`src/rtl/spi_host_pkg.sv`:
```
package spi_host_pkg;

  localparam int ADDR_W = 5;
  localparam int DATA_W = 32;

  localparam logic [ADDR_W-1:0] A_CFG  = 5'h00;
  localparam logic [ADDR_W-1:0] A_STAT = 5'h04;
  localparam logic [ADDR_W-1:0] A_SYS  = 5'h08;
  localparam logic [ADDR_W-1:0] A_TX   = 5'h0C;
  localparam logic [ADDR_W-1:0] A_RX   = 5'h10;
  localparam logic [ADDR_W-1:0] A_AUX  = 5'h14;

  // config byte layout; field positions matter to software
  typedef struct packed {
    logic       cpha;    // bit 7
    logic       cpol;    // bit 6
    logic       coarse;  // bit 5
    logic [4:0] n;       // bits 4:0
  } spi_cfg_t;

  // bus cycles between consecutive sck toggles
  function automatic int unsigned half_period(input logic coarse, input logic [4:0] n,
                                              input int unsigned pre_lo, input int unsigned pre_hi);
    return (coarse ? pre_hi : pre_lo) * (int'(n) + 1);
  endfunction

  // received byte as seen on the final edge of a frame
  function automatic logic [7:0] final_rx(input logic cpha, input logic [7:0] sr, input logic in_bit);
    return cpha ? {sr[6:0], in_bit} : sr;
  endfunction

endpackage

```
`src/rtl/spi_clk_div.sv`:
```
module spi_clk_div
  import spi_host_pkg::*;
#(
  parameter int unsigned PRE_LO = 16,
  parameter int unsigned PRE_HI = 128
) (
  input  logic       clk,
  input  logic       rst_n,
  input  logic       run,
  input  logic       coarse,
  input  logic [4:0] n,
  output logic       tick
);
  localparam int unsigned MAX_HALF = PRE_HI * 32;
  localparam int CNT_W = $clog2(MAX_HALF);

  logic [CNT_W-1:0] cnt_q;
  logic [CNT_W-1:0] limit;

  always_comb limit = CNT_W'(half_period(coarse, n, PRE_LO, PRE_HI) - 1);

  assign tick = run && (cnt_q == limit);

  always_ff @(posedge clk or negedge rst_n) begin
    if (!rst_n)                cnt_q <= '0;
    else if (!run || tick)     cnt_q <= '0;
    else                       cnt_q <= cnt_q + 1'b1;
  end
endmodule

```
`src/rtl/spi_shift_engine.sv`:
```
module spi_shift_engine
  import spi_host_pkg::*;
(
  input  logic       clk,
  input  logic       rst_n,
  input  logic       start,
  input  logic [7:0] tx_byte,
  input  spi_cfg_t   cfg_in,
  input  logic       tick,
  input  logic       miso,
  output spi_cfg_t   cfg_q,
  output logic       busy,
  output logic       done,
  output logic [7:0] rx_byte,
  output logic       sck,
  output logic       mosi
);
  logic       busy_q, phase_q, mosi_q;
  logic [3:0] edge_q;
  logic [7:0] tx_sr, rx_sr;
  logic       leading, last_edge, sample_now, shift_now;

  assign leading    = ~edge_q[0];
  assign last_edge  = (edge_q == 4'd15);
  assign sample_now = tick && (leading ^ cfg_q.cpha);
  assign shift_now  = tick && !(leading ^ cfg_q.cpha) && !last_edge;
  assign done       = tick && last_edge;

  assign busy    = busy_q;
  assign mosi    = mosi_q;
  assign sck     = busy_q ? (cfg_q.cpol ^ phase_q) : cfg_in.cpol;
  assign rx_byte = final_rx(cfg_q.cpha, rx_sr, miso);

  always_ff @(posedge clk or negedge rst_n) begin
    if (!rst_n) begin
      busy_q  <= 1'b0;
      phase_q <= 1'b0;
      mosi_q  <= 1'b0;
      edge_q  <= '0;
      tx_sr   <= '0;
      rx_sr   <= '0;
      cfg_q   <= '0;
    end else if (start) begin
      busy_q  <= 1'b1;
      phase_q <= 1'b0;
      edge_q  <= '0;
      cfg_q   <= cfg_in;
      rx_sr   <= '0;
      if (!cfg_in.cpha) begin
        mosi_q <= tx_byte[7];
        tx_sr  <= {tx_byte[6:0], 1'b0};
      end else begin
        tx_sr  <= tx_byte;
      end
    end else if (busy_q && tick) begin
      phase_q <= ~phase_q;
      edge_q  <= edge_q + 1'b1;
      if (sample_now) rx_sr <= {rx_sr[6:0], miso};
      if (shift_now) begin
        mosi_q <= tx_sr[7];
        tx_sr  <= {tx_sr[6:0], 1'b0};
      end
      if (last_edge) busy_q <= 1'b0;
    end
  end
endmodule

```
`src/rtl/spi_host_ctrl.sv`:
```
module spi_host_ctrl
  import spi_host_pkg::*;
#(
  parameter int unsigned PRE_LO = 16,
  parameter int unsigned PRE_HI = 128
) (
  input  logic              clk,
  input  logic              rst_n,
  input  logic [ADDR_W-1:0] bus_addr,
  input  logic              bus_we,
  input  logic              bus_re,
  input  logic [DATA_W-1:0] bus_wdata,
  output logic [DATA_W-1:0] bus_rdata,
  output logic              sck,
  output logic              mosi,
  input  logic              miso,
  output logic              cs_n
);
  localparam logic [7:0] SYS_RST = 8'h40;

  logic [7:0]        cfg_reg_q, sys_q, tx_q, rx_q;
  logic [DATA_W-1:0] aux_q;
  logic              rx_full_q;

  spi_cfg_t   cfg_live, cfg_run;
  logic       eng_busy, eng_done, div_tick, start_req;
  logic [7:0] eng_rx;

  logic wr_cfg, wr_stat, wr_sys, wr_tx, wr_aux, rd_rx;

  assign cfg_live = spi_cfg_t'(cfg_reg_q);
  assign wr_cfg   = bus_we && bus_addr == A_CFG;
  assign wr_stat  = bus_we && bus_addr == A_STAT;
  assign wr_sys   = bus_we && bus_addr == A_SYS;
  assign wr_tx    = bus_we && bus_addr == A_TX && !eng_busy;
  assign wr_aux   = bus_we && bus_addr == A_AUX;
  assign rd_rx    = bus_re && bus_addr == A_RX;
  assign start_req = wr_tx && sys_q[0];
  assign cs_n     = sys_q[6];

  spi_clk_div #(.PRE_LO(PRE_LO), .PRE_HI(PRE_HI)) div_i (
    .clk(clk), .rst_n(rst_n), .run(eng_busy),
    .coarse(cfg_run.coarse), .n(cfg_run.n), .tick(div_tick)
  );

  spi_shift_engine eng_i (
    .clk(clk), .rst_n(rst_n), .start(start_req), .tx_byte(bus_wdata[7:0]),
    .cfg_in(cfg_live), .tick(div_tick), .miso(miso), .cfg_q(cfg_run),
    .busy(eng_busy), .done(eng_done), .rx_byte(eng_rx), .sck(sck), .mosi(mosi)
  );

  always_ff @(posedge clk or negedge rst_n) begin
    if (!rst_n) begin
      cfg_reg_q <= '0;
      sys_q     <= SYS_RST;
      tx_q      <= '0;
      rx_q      <= '0;
      aux_q     <= '0;
      rx_full_q <= 1'b0;
    end else begin
      if (wr_cfg) cfg_reg_q <= bus_wdata[7:0];
      if (wr_sys) sys_q     <= bus_wdata[7:0];
      if (wr_tx)  tx_q      <= bus_wdata[7:0];
      if (wr_aux) aux_q     <= bus_wdata;
      if (eng_done) begin
        rx_q      <= eng_rx;
        rx_full_q <= 1'b1;
      end else if (rd_rx || (wr_stat && !bus_wdata[2])) begin
        rx_full_q <= 1'b0;
      end
    end
  end

  always_comb begin
    bus_rdata = '0;
    unique case (bus_addr)
      A_CFG:   bus_rdata[7:0] = cfg_reg_q;
      A_STAT:  bus_rdata[2:0] = {rx_full_q, 1'b0, eng_busy};
      A_SYS:   bus_rdata[7:0] = sys_q;
      A_TX:    bus_rdata[7:0] = tx_q;
      A_RX:    bus_rdata[7:0] = rx_q;
      A_AUX:   bus_rdata      = aux_q;
      default: bus_rdata      = '0;
    endcase
  end
endmodule

```
`config.mk`:
```
export PLATFORM = sky130hd
export DESIGN_NAME = spi_host_ctrl
export DESIGN_NICKNAME = d
export VERILOG_FILES = /design/src/rtl/spi_host_pkg.sv /design/src/rtl/spi_clk_div.sv /design/src/rtl/spi_shift_engine.sv /design/src/rtl/spi_host_ctrl.sv
export SDC_FILE = /design/constraint.sdc
export NUM_CORES = 1
export LEC_CHECK = 0
export BUFFER_PORTS_ARGS = -buffer_cell sky130_fd_sc_hd__buf_2
export CORE_ASPECT_RATIO = 0.7
export CORE_MARGIN = 2
export CORE_UTILIZATION = 35
export DETAILED_ROUTE_END_ITERATION = 7
export GPL_TIMING_DRIVEN = 0
export PLACE_DENSITY_LB_ADDON = 0.3
export SETUP_SLACK_MARGIN = 0.05
export SYNTH_ARGS = -nofsm -noshare
export SYNTH_HDL_FRONTEND = slang
export SYNTH_HIERARCHICAL = 1
export SYNTH_SLANG_ARGS = --single-unit
```
`constraint.sdc`:
```
create_clock -name clk -period 6.7 [get_ports clk]
set_clock_uncertainty 0.1 [all_clocks]
set_input_delay 0 -clock clk [delete_from_list [all_inputs] [get_ports clk]]
set_output_delay 0 -clock clk [all_outputs]
set_load 0.02 [all_outputs]
```
==> metrics <==
Clk pwr share 33.0%; Cell Area, Synth 5914 µm²; kind of critical path flop to flop; final setup fails 0; DP HPWL 10.62 mm; Post-Route M1 WL 7.247 mm; CTS resizes 0; area grow syn2layout 22.70%; Max Cap Viol 0; Synth Flop Type dfrtp_1; Power Density 231.1 nW/µm²; GRT overflow 0; Max Used Layer met4; most numerous cell in the Yosys netlist dfrtp_1; worst reg-to-reg path cell count 19; DR iter-0 viols 247; WP data arrival 5590 ps; final wirelength 14.38 mm; final count of pins violating max slew 0; # diodes 0; cell chain of the critical path ha_1 > nand3_1 > xor2_1 > nor2_1 > ha_1 > xnor2_1 > ha_1 > ha_1 > ha_1 > a21o_1 > a21oi_1 > o21ai_0 > xor2_1 > xnor2_1 > nor4b_1 > nand2_1 > buf_2 > nor4_2 > mux2_2; routed vias/inst 5.162; worst-margin pin slew 698.0 ps; fillcell total 1,549; hold_ws 20.52 ps; Synthesized Nets 570; fin crit share 81.34%; Crit path buffers/inverters 1; Synth area leader dfrtp_1; Clock Pin Slew Worst Setup and Hold Paths 80 ps; initial core utilization 35.97%; internal power 1.200 mW; status finished, final reports clean; Die Y-Extent 112.8 µm; switching pwr 0.4776 mW; placer congestion estimate 0.8072; Final min period 5450 ps; area of the core 16,440 µm²; Worst Path Max Fanout 10; antenna violations before repair 0; Die Area 17,970 µm²; htree depth 3; Max clock buf depth 2; Unique masters post-synth 61; CP most frequent cell ha_1; CTS root buf clkbuf_16; PortBufs 75; top post-synthesis cells by count dfrtp_1, mux2_2, and3_1; synthesized flop and latch total 108; met3 wire len 634 µm; Max Clock Freq 183.5 MHz; final hold vios 0; Sequential Power Share 47.4%; drt wl/cell 16.68 µm; clock latency on the worst-skew pair 350 ps; LEAKAGE 3.294 nW; Yosys warnings 6; Routed Antenna Nets 0; Ports 77; Post-synth ARST share 100.0%; Gate power share 19.6%; IR drop worst, VDD 0.1260 mV; Residual DRC 0; FP Rows 39; Largest stage delay, worst path 620 ps; EDFF count, synth 0; Seq/Total Area, Yosys 45.72%; Rel. slew slack 52.81%; Die Wd 159.4 µm; setup total negative slack 0 ps; share of layout cells above drive strength 1 34.38%; Sw Ratio 28.48%; RSZ-0062 raised after global routing false; Mean Syn Cell Area 11.60 µm²; Critical-path top delay cell nor4b_1; Hold Path Depth 3; routed vias 4,450; Worst EP required 6840 ps; drt first pass iters 4; total global-route track usage 16.92%; number of global-route vias before repair 4,603; met2 WL 6.370 mm; Synth Instances 510; top post-synthesis cells by area dfrtp_1, mux2_2, ha_1, xnor2_1, and3_1; clock tree from TritonCTS yes; cell family with most CP delay adder cells; critical path launch point type flop; Hold WC Path Type input pin to flop; NumNets Final 692; top cell type's share of synthesized area 45.27%; first-pass GRT wire length 24.16 mm; crit end category flop; largest net degree at the start of global routing 59; # clock sinks 108; Worst path depth 19; CTS Buf Count 9
==> worst reg2reg max path: cells and delay by family, from the launching register on <==
family	cells	cell delay, ps
simple gates	5	1360
xor+xnor	4	790
fa+ha+maj	5	1500
buf+inv	1	310
compound gates	3	480
flops	1	430
mux	1	360
==> cell usage in the layout, fill, tap and decap left out, drive strengths merged, types with 13 or more instances in the layout <==
master	n
a21oi	16
and3	28
buf	92
clkbuf	23
dfrtp	107
dlygate4sd3	35
ha	18
mux2	88
nand2	24
nand3	24
nor2	17
o21ai	13
o31a	14
xnor2	25
==> power groups by stage <==
stage	Combinational (mW)	Sequential, mW	Clock, mW
2_1_floorplan	0.224	0.786	0
3_5_place_dp	0.315	0.807	0
4_1_cts	0.332	0.795	0.567
3_3_place_gp	0.301	0.802	0
5_1_grt	0.365	0.807	0.596
6_report	0.329	0.796	0.553
==> flip-flops by register name, indices dropped and copies added (netlist names) <==
signal,flops
cfg_live,8
eng_i/edge_q,4
sys_q,8
div_i/cnt_q,12
eng_i/phase_q,1
rx_q,8
tx_q,8
eng_i/rx_sr,8
eng_i/busy,1
eng_i/tx_sr,8
eng_i/mosi,1
rx_full_q,1
eng_i/cfg_q,8
aux_q,32
==> logic make-up after synthesis <==
kind of cell / after synthesis / share of synthesized area (%)
flops: 108 / 45.72
compound gates: 72 / 8.738
fa+ha+maj: 18 / 3.808
xor+xnor: 37 / 5.606
simple gates: 136 / 14.01
buf+inv: 39 / 3.343
mux: 100 / 18.79
==> per-stage QoR <==
stage	cell area (µm²)	total power, mW	setup WS [ps]	util [%]	instances
2_1_floorplan	5914	1.010	2089	-	510
3_3_place_gp	6571	1.103	1350	39.96	810
3_5_place_dp	6601	1.122	1227	40.14	811
4_1_cts	7257	1.694	1197	44.13	862
5_1_grt	7257	1.768	658.3	44.13	862
6_report	7257	1.677	1250	44.13	862
==> area by class of cell <==
| type | instances | area [µm²] | area share, % |
|---|---|---|---|
| Multi-Input combinational cell | 363 | 3013 | 41.52 |
| Sequential cell | 108 | 2704 | 37.26 |
| Timing Repair Buffer | 111 | 755.7 | 10.41 |
| Tap cell | 225 | 281.5 | 3.879 |
| Clock buffer | 9 | 225.2 | 3.103 |
| Buffer | 30 | 163.9 | 2.259 |
| Clock inverter | 7 | 80.08 | 1.103 |
| Inverter | 9 | 33.78 | 0.4655 |
==> routing by layer <==
metal  up-vias  GRT usage, %
met5         -             0
met4         0         3.939
met3        12         4.032
met2        77         25.19
met1      2255         24.97
li1       2106             -
==> worst paths after layout <==
kind                                            start                  endpoint  slack, ps
max in group asynchronous                       rst_n  div_i/cnt_q[2]$_DFF_PN0_       5670
hold reg to reg              div_i/cnt_q[0]$_DFF_PN0_  div_i/cnt_q[0]$_DFF_PN0_        400
min in group asynchronous                       rst_n     aux_q[10]$_DFFE_PN0P_        100
hold / removal                            bus_addr[2]     aux_q[31]$_DFFE_PN0P_         20
setup / recovery           eng_i/cfg_q[0]$_DFFE_PN0P_    eng_i/mosi$_DFFE_PN0P_       1250
setup reg to reg           eng_i/cfg_q[0]$_DFFE_PN0P_    eng_i/mosi$_DFFE_PN0P_       1250
==> repair_timing <==
item	in CTS	in global routing
endpoints found under the setup margin	0	0
setup buffers	0	0
hold buffers	35	0
hold endpoints to repair	114	0
No activity file was read; power rests on OpenSTA's default activity.
